### src/rtl/ex_fwd_pkg.sv
package ex_fwd_pkg;
  localparam int REG_W  = 5;
  localparam int DATA_W = 32;

  typedef enum logic [2:0] {
    ALU_ADD = 3'd0,
    ALU_SUB = 3'd1,
    ALU_AND = 3'd2,
    ALU_OR  = 3'd3,
    ALU_SLT = 3'd4
  } alu_op_e;

  typedef struct packed {
    logic              valid;
    logic              wr;
    logic              ld;
    logic              rdy;
    logic [REG_W-1:0]  rd;
    logic [DATA_W-1:0] data;
  } hist_ent_t;
endpackage

### src/rtl/ex_fwd_alu.sv
module ex_fwd_alu
  import ex_fwd_pkg::*;
(
  input  logic [2:0]        op_i,
  input  logic [DATA_W-1:0] a_i,
  input  logic [DATA_W-1:0] b_i,
  output logic [DATA_W-1:0] res_o
);
  alu_op_e op;
  assign op = alu_op_e'(op_i);

  always_comb begin
    unique case (op)
      ALU_ADD: res_o = a_i + b_i;
      ALU_SUB: res_o = a_i - b_i;
      ALU_AND: res_o = a_i & b_i;
      ALU_OR:  res_o = a_i | b_i;
      ALU_SLT: res_o = {{(DATA_W-1){1'b0}}, (a_i < b_i)};
      default: res_o = '0;
    endcase
  end
endmodule

### src/rtl/ex_fwd_history.sv
module ex_fwd_history
  import ex_fwd_pkg::*;
#(
  parameter int DEPTH = 2
) (
  input  logic                    clk_i,
  input  logic                    rst_ni,
  input  logic                    ld_valid_i,
  input  logic [REG_W-1:0]        ld_reg_i,
  input  logic [DATA_W-1:0]       ld_data_i,
  input  logic                    push_i,
  input  hist_ent_t               push_ent_i,
  output hist_ent_t [DEPTH-1:0]   view_o,
  output logic                    pend_any_o
);
  hist_ent_t [DEPTH-1:0] hist_q;

  // view = stored entries with this cycle's load result merged in (index 0 newest)
  always_comb begin
    logic claimed;
    claimed = 1'b0;
    view_o  = hist_q;
    for (int i = 0; i < DEPTH; i++) begin
      if (!claimed && ld_valid_i && hist_q[i].valid && hist_q[i].ld &&
          !hist_q[i].rdy && hist_q[i].rd == ld_reg_i) begin
        view_o[i].rdy  = 1'b1;
        view_o[i].data = ld_data_i;
        claimed        = 1'b1;
      end
    end
  end

  always_comb begin
    pend_any_o = 1'b0;
    for (int i = 0; i < DEPTH; i++)
      if (view_o[i].valid && view_o[i].wr && view_o[i].ld && !view_o[i].rdy)
        pend_any_o = 1'b1;
  end

  always_ff @(posedge clk_i or negedge rst_ni) begin
    if (!rst_ni) begin
      hist_q <= '0;
    end else if (push_i) begin
      hist_q[0] <= push_ent_i;
      for (int i = 1; i < DEPTH; i++) hist_q[i] <= view_o[i-1];
    end else begin
      hist_q <= view_o;
    end
  end

  // entries from ALU-only instructions carry data from the start
  assert_alu_entry_ready_R5: assert property (@(posedge clk_i) disable iff (!rst_ni)
    hist_q[0].valid && !hist_q[0].ld |-> hist_q[0].rdy);

  // a pending newest entry stays pending without a matching load result
  assert_pending_holds_R9: assert property (@(posedge clk_i) disable iff (!rst_ni)
    !push_i && hist_q[0].valid && hist_q[0].ld && !hist_q[0].rdy &&
    !(ld_valid_i && ld_reg_i == hist_q[0].rd) |=> !hist_q[0].rdy);
endmodule

### src/rtl/ex_fwd_select.sv
module ex_fwd_select
  import ex_fwd_pkg::*;
#(
  parameter int DEPTH = 2
) (
  input  logic [REG_W-1:0]       src_i,
  input  logic [DATA_W-1:0]      dec_val_i,
  input  hist_ent_t [DEPTH-1:0]  view_i,
  output logic [DATA_W-1:0]      val_o,
  output logic                   pend_o
);
  always_comb begin
    logic hit;
    hit    = 1'b0;
    pend_o = 1'b0;
    val_o  = dec_val_i;
    // oldest first so the newest match overwrites
    for (int i = DEPTH - 1; i >= 0; i--) begin
      if (view_i[i].valid && view_i[i].wr && view_i[i].rd == src_i) begin
        hit    = 1'b1;
        val_o  = view_i[i].data;
        pend_o = view_i[i].ld && !view_i[i].rdy;
      end
    end
    if (src_i == '0) begin
      val_o  = '0;
      pend_o = 1'b0;
    end
  end
endmodule

### src/rtl/ex_fwd_stage.sv
module ex_fwd_stage
  import ex_fwd_pkg::*;
#(
  parameter int DEPTH = 2
) (
  input  logic              clk_i,
  input  logic              rst_ni,
  input  logic              in_valid_i,
  output logic              in_ready_o,
  input  logic [2:0]        in_op_i,
  input  logic [4:0]        in_rs_i,
  input  logic [4:0]        in_rt_i,
  input  logic [4:0]        in_rd_i,
  input  logic [31:0]       in_rs_val_i,
  input  logic [31:0]       in_rt_val_i,
  input  logic [31:0]       in_imm_i,
  input  logic              in_use_imm_i,
  input  logic              in_dst_rd_i,
  input  logic              in_reg_wr_i,
  input  logic              in_mem_rd_i,
  input  logic              in_mem_wr_i,
  input  logic              in_mem_to_reg_i,
  input  logic              ld_valid_i,
  input  logic [4:0]        ld_reg_i,
  input  logic [31:0]       ld_data_i,
  output logic              out_valid_o,
  input  logic              out_ready_i,
  output logic [31:0]       out_result_o,
  output logic [4:0]        out_dst_o,
  output logic              out_reg_wr_o,
  output logic              out_mem_rd_o,
  output logic              out_mem_wr_o,
  output logic              out_mem_to_reg_o,
  output logic [31:0]       out_store_o
);
  localparam int NSRC = 2;

  hist_ent_t [DEPTH-1:0] view;
  hist_ent_t             push_ent;
  logic                  pend_any;

  logic [REG_W-1:0]  src      [NSRC];
  logic [DATA_W-1:0] dec_val  [NSRC];
  logic [DATA_W-1:0] fwd_val  [NSRC];
  logic              src_pend [NSRC];

  logic [DATA_W-1:0] opb, alu_res;
  logic [REG_W-1:0]  dst;
  logic              rt_used, stall, out_space, fire;

  assign src[0]     = in_rs_i;
  assign src[1]     = in_rt_i;
  assign dec_val[0] = in_rs_val_i;
  assign dec_val[1] = in_rt_val_i;

  for (genvar g = 0; g < NSRC; g++) begin : g_src
    ex_fwd_select #(.DEPTH(DEPTH)) u_sel (
      .src_i     (src[g]),
      .dec_val_i (dec_val[g]),
      .view_i    (view),
      .val_o     (fwd_val[g]),
      .pend_o    (src_pend[g])
    );
  end

  assign rt_used   = !in_use_imm_i || in_mem_wr_i;
  assign stall     = src_pend[0] || (src_pend[1] && rt_used);
  assign out_space = !out_valid_o || out_ready_i;
  assign in_ready_o = out_space && !stall;
  assign fire      = in_valid_i && in_ready_o;

  assign opb = in_use_imm_i ? in_imm_i : fwd_val[1];
  assign dst = in_dst_rd_i ? in_rd_i : in_rt_i;

  ex_fwd_alu u_alu (
    .op_i  (in_op_i),
    .a_i   (fwd_val[0]),
    .b_i   (opb),
    .res_o (alu_res)
  );

  always_comb begin
    push_ent       = '0;
    push_ent.valid = 1'b1;
    push_ent.wr    = in_reg_wr_i;
    push_ent.ld    = in_mem_rd_i;
    push_ent.rdy   = !in_mem_rd_i;
    push_ent.rd    = dst;
    push_ent.data  = in_mem_rd_i ? '0 : alu_res;
  end

  ex_fwd_history #(.DEPTH(DEPTH)) u_hist (
    .clk_i      (clk_i),
    .rst_ni     (rst_ni),
    .ld_valid_i (ld_valid_i),
    .ld_reg_i   (ld_reg_i),
    .ld_data_i  (ld_data_i),
    .push_i     (fire),
    .push_ent_i (push_ent),
    .view_o     (view),
    .pend_any_o (pend_any)
  );

  always_ff @(posedge clk_i or negedge rst_ni) begin
    if (!rst_ni) begin
      out_valid_o      <= 1'b0;
      out_result_o     <= '0;
      out_dst_o        <= '0;
      out_reg_wr_o     <= 1'b0;
      out_mem_rd_o     <= 1'b0;
      out_mem_wr_o     <= 1'b0;
      out_mem_to_reg_o <= 1'b0;
      out_store_o      <= '0;
    end else if (fire) begin
      out_valid_o      <= 1'b1;
      out_result_o     <= alu_res;
      out_dst_o        <= dst;
      out_reg_wr_o     <= in_reg_wr_i;
      out_mem_rd_o     <= in_mem_rd_i;
      out_mem_wr_o     <= in_mem_wr_i;
      out_mem_to_reg_o <= in_mem_to_reg_i;
      out_store_o      <= fwd_val[1];
    end else if (out_ready_i) begin
      out_valid_o      <= 1'b0;
    end
  end

  assert_out_hold_R11: assert property (@(posedge clk_i) disable iff (!rst_ni)
    out_valid_o && !out_ready_i |=> out_valid_o && $stable(out_result_o) && $stable(out_dst_o));

  assert_accept_emits_R1: assert property (@(posedge clk_i) disable iff (!rst_ni)
    in_valid_i && in_ready_o |=> out_valid_o);

  // a refusal with room downstream needs an outstanding load in the history
  assert_stall_has_pending_R8: assert property (@(posedge clk_i) disable iff (!rst_ni)
    in_valid_i && !in_ready_o && out_space |-> pend_any);

  assert_rise_from_accept_R12: assert property (@(posedge clk_i) disable iff (!rst_ni)
    $rose(out_valid_o) |-> $past(in_valid_i));
endmodule

### config.mk
export PLATFORM = sky130hd
export DESIGN_NAME = ex_fwd_stage
export DESIGN_NICKNAME = d
export VERILOG_FILES = /design/src/rtl/ex_fwd_pkg.sv /design/src/rtl/ex_fwd_alu.sv /design/src/rtl/ex_fwd_history.sv /design/src/rtl/ex_fwd_select.sv /design/src/rtl/ex_fwd_stage.sv
export SDC_FILE = /design/constraint.sdc
export NUM_CORES = 1
export LEC_CHECK = 0
export ABC_AREA = 0
export ABC_CLOCK_PERIOD_IN_PS = 4900
export BUFFER_PORTS_ARGS = -buffer_cell sky130_fd_sc_hd__clkbuf_2
export CELL_PAD_IN_SITES_DETAIL_PLACEMENT = 0
export CELL_PAD_IN_SITES_GLOBAL_PLACEMENT = 1
export CORE_MARGIN = 2
export CORE_UTILIZATION = 39
export CTS_BUF_LIST = sky130_fd_sc_hd__clkbuf_16
export DETAILED_ROUTE_END_ITERATION = 10
export PLACE_DENSITY = 0.74
export SLEW_MARGIN = 20
export SYNTH_ARGS = -nofsm -noshare
export SYNTH_HDL_FRONTEND = slang
export SYNTH_HIERARCHICAL = 1
export SYNTH_SLANG_ARGS = --single-unit
### constraint.sdc
create_clock -name clk_i -period 4.9 [get_ports clk_i]
set_clock_uncertainty 0.1 [all_clocks]
set_input_delay 0.98 -clock clk_i [delete_from_list [all_inputs] [get_ports clk_i]]
set_output_delay 0.98 -clock clk_i [all_outputs]
set_load 0.005 [all_outputs]
==> summary.md <==
| Metric | Value |
|---|---|
| Worst hold slack | `387 ps` |
| Die H | `a little under 200 µm` |
| Routed Antenna Nets | `0` |
| CTS tree | `yes` |
| Via count | `between 15,000 and 20,000` |
| Slew Viols, Final | `0` |
| RSZ-0062 raised after global routing | `true` |
| Cell Area, Synth | `14,400 µm²` |
| DR vias/cell | `5.70` |
| Final setup violation count | `46` |
| CTS Sinks | `around 160` |
| Final wirelength | `~65,000 µm` |
| Synth-to-layout area growth | `52.6%` |
| Residual DRC count | `0` |
| Buf/Inv on CP | `4` |
| Share of layout cells above drive strength 1 | `between 40% and 50%` |
| Worst slew pin tran | `between 1000 and 1500 ps` |
| Die Wd | `a little under 200 µm` |
| Top Ports | `between 200 and 250` |
| Worst-Skew Late Latency | `460 ps` |
| CP Data Required Time | `between 5000 and 6000 ps` |
| Initial antenna violation count | `2` |
| Post-Syn Nets | `~2,000` |
| Gr ovfl total | `0` |
| Core area | `36,400 µm²` |
| Global-route wire length before repair | `around 97,000 µm` |
| Failing checks | `negative setup slack` |
| Routed len/inst | `about 23 µm` |
| Slew HR | `29.8%` |
| Placed inst area | `19,200 µm²` |
| Nets | `around 2,600` |
| Die Area | `slightly below 40,000 µm²` |
| CP Max Fanout | `4` |
| Slowest stage delay, CP | `roughly 550 ps` |
| DP HPWL | `48,500 µm` |
| Final Cycle Share | `111%` |
| Placer Congestion | `between 0.9 and 1` |
| CTS Buffer Depth | `2` |
| First-pass DRT Iterations | `5` |
| FMAX | `184 MHz` |
| Post-layout min period | `around 5400 ps` |
| Final sum of negative setup slack | `-12,960 ps` |
| Status | `complete, but fails checks` |
| Worst EP arrival | `roughly 5700 ps` |
| Crit Path Class | `primary input to flop` |
| CP cell instances | `clkbuf_16 -> xnor2_2 -> nand4_1 -> buf_4 -> or3_4 -> o21ai_2 -> o21ai_2 -> nand2_2 -> a31oi_4 -> mux2_4 -> inv_4 -> ha_4 -> or4_4 -> or3_4 -> a211oi_4 -> o311ai_4 -> a21oi_4 -> buf_4 -> a21oi_2 -> a311o_1 -> a22oi_2 -> a21oi_2 -> nor2b_1 -> mux2_4` |
| Finished Cell Area | `around 22,000 µm²` |
| Port Buf Inserts | `roughly 240` |
| Worst min path class | `flop to flop` |
| DR iter-0 viols | `1,319` |
| Slowest cell on crit path | `or4_4` |
| Syn Inst Count | `about 1,700` |
| Power per Cell Area | `a little under 300 nW/µm²` |
| PnR Total Power | `6.44 mW` |
| Crit. End Element | `flop` |
| Largest net degree at the start of global routing | `85` |
| Final-report hold violation count | `0` |
| Peak VDD IR | `0.281 mV` |
| CTS H-Tree Depth | `4` |
| Family with the most delay on the worst path | `simple AND/OR/NAND/NOR gates` |
| Total track usage | `about a third` |
| Avg Cell Area, Syn | `a little over 8 µm²` |
| Initial Utilization | `about two fifths` |
| LEAKAGE | `roughly 11 nW` |
| Max-Cap Viols | `0` |
| Critical Path Source Type | `primary input` |
| Root Driver | `clkbuf_16` |
| Ys Warns | `6` |
| CTS clock-pin slew for the worst setup and hold paths | `70 ps` |
| Vias in the first global route | `16,500` |
| Setup ws final | `-533 ps` |
| Fin util | `between 60% and 70%` |
| CTS Buf Count | `17` |
| # rows | `70` |
[power breakdown]
group / internal, mW / switching [mW]
combinational: 1.66 / 1.66
sequential: 1.55 / 0.203
clock: 0.711 / 0.666
total: 3.91 / 2.53
[cell usage in the layout, fill, tap and decap left out, types with 46 or more instances in the layout]
| master | instances |
|---|---|
| clkbuf_2 | 230 |
| inv_1 | 134 |
| nor2_1 | 96 |
| a21oi_1 | 56 |
| buf_4 | 439 |
| dfrtp_1 | 155 |
| mux2_4 | 46 |
| nand2_1 | 184 |
| ha_1 | 77 |
| mux2_2 | 86 |
| o21ai_0 | 76 |
| o21ai_1 | 77 |
[sequential cells by signal (all words and copies together) (netlist names)]
register          cells
out_valid_o           1
out_mem_wr_o          1
out_result_o         32
out_dst_o             5
out_mem_to_reg_o      1
u_hist/hist_q        66
u_hist/view_o        16
out_mem_rd_o          1
out_reg_wr_o          1
out_store_o          32
[layer usage]
layer  GRT usage [%]  share of wire, %
met1            41.3                41
met4            17.1               5.5
met2            55.7                47
met3            4.87               6.0
met5               0             0.020
[metrics by stage]
step                      cells  worst slack, ps
after floorplan            1747             -428
final                      2830             -533
after CTS                  2819             -362
after global placement     2761            -1260
after detailed placement   2761            -1320
after global routing       2830             -667
[worst paths after layout]
check                                              startpoint                            end  slack, ps  cells past startpoint
worst max-delay path                              ld_reg_i[2]    u_hist/hist_q[27]$_DFF_PN0_       -530                     24
worst min-delay path              out_store_o[17]$_DFFE_PN0P_    out_store_o[17]$_DFFE_PN0P_        390                      1
worst max register to register  u_hist/view_o[35]$_DFFE_PN0P_    u_hist/hist_q[27]$_DFF_PN0_       -400                     23
worst min register to register    out_store_o[17]$_DFFE_PN0P_    out_store_o[17]$_DFFE_PN0P_        390                      1
max in group asynchronous                              rst_ni  u_hist/view_o[34]$_DFFE_PN0P_       3230                      2
min in group asynchronous                              rst_ni    u_hist/hist_q[46]$_DFF_PN0_        510                      1
[final cells by class]
cell class	instances	area, µm²
Antenna cell	1	2.50
Clock buffer	17	425
Tap cell	468	586
Fill cell	3198	14500
Timing Repair Buffer	714	5120
Inverter	150	578
Sequential cell	156	3910
Clock inverter	13	134
Multi-Input combinational cell	1311	11200
[timing repair]
action | CTS | global route
hold buffers | 0 | 0
endpoints found under the setup margin | 56 | 58
buffers inserted | 26 | 12
pin swaps | 72 | 52
gates resized for setup | 297 | 142
cloned | 5 | 1
No activity file was read; power rests on OpenSTA's default activity.
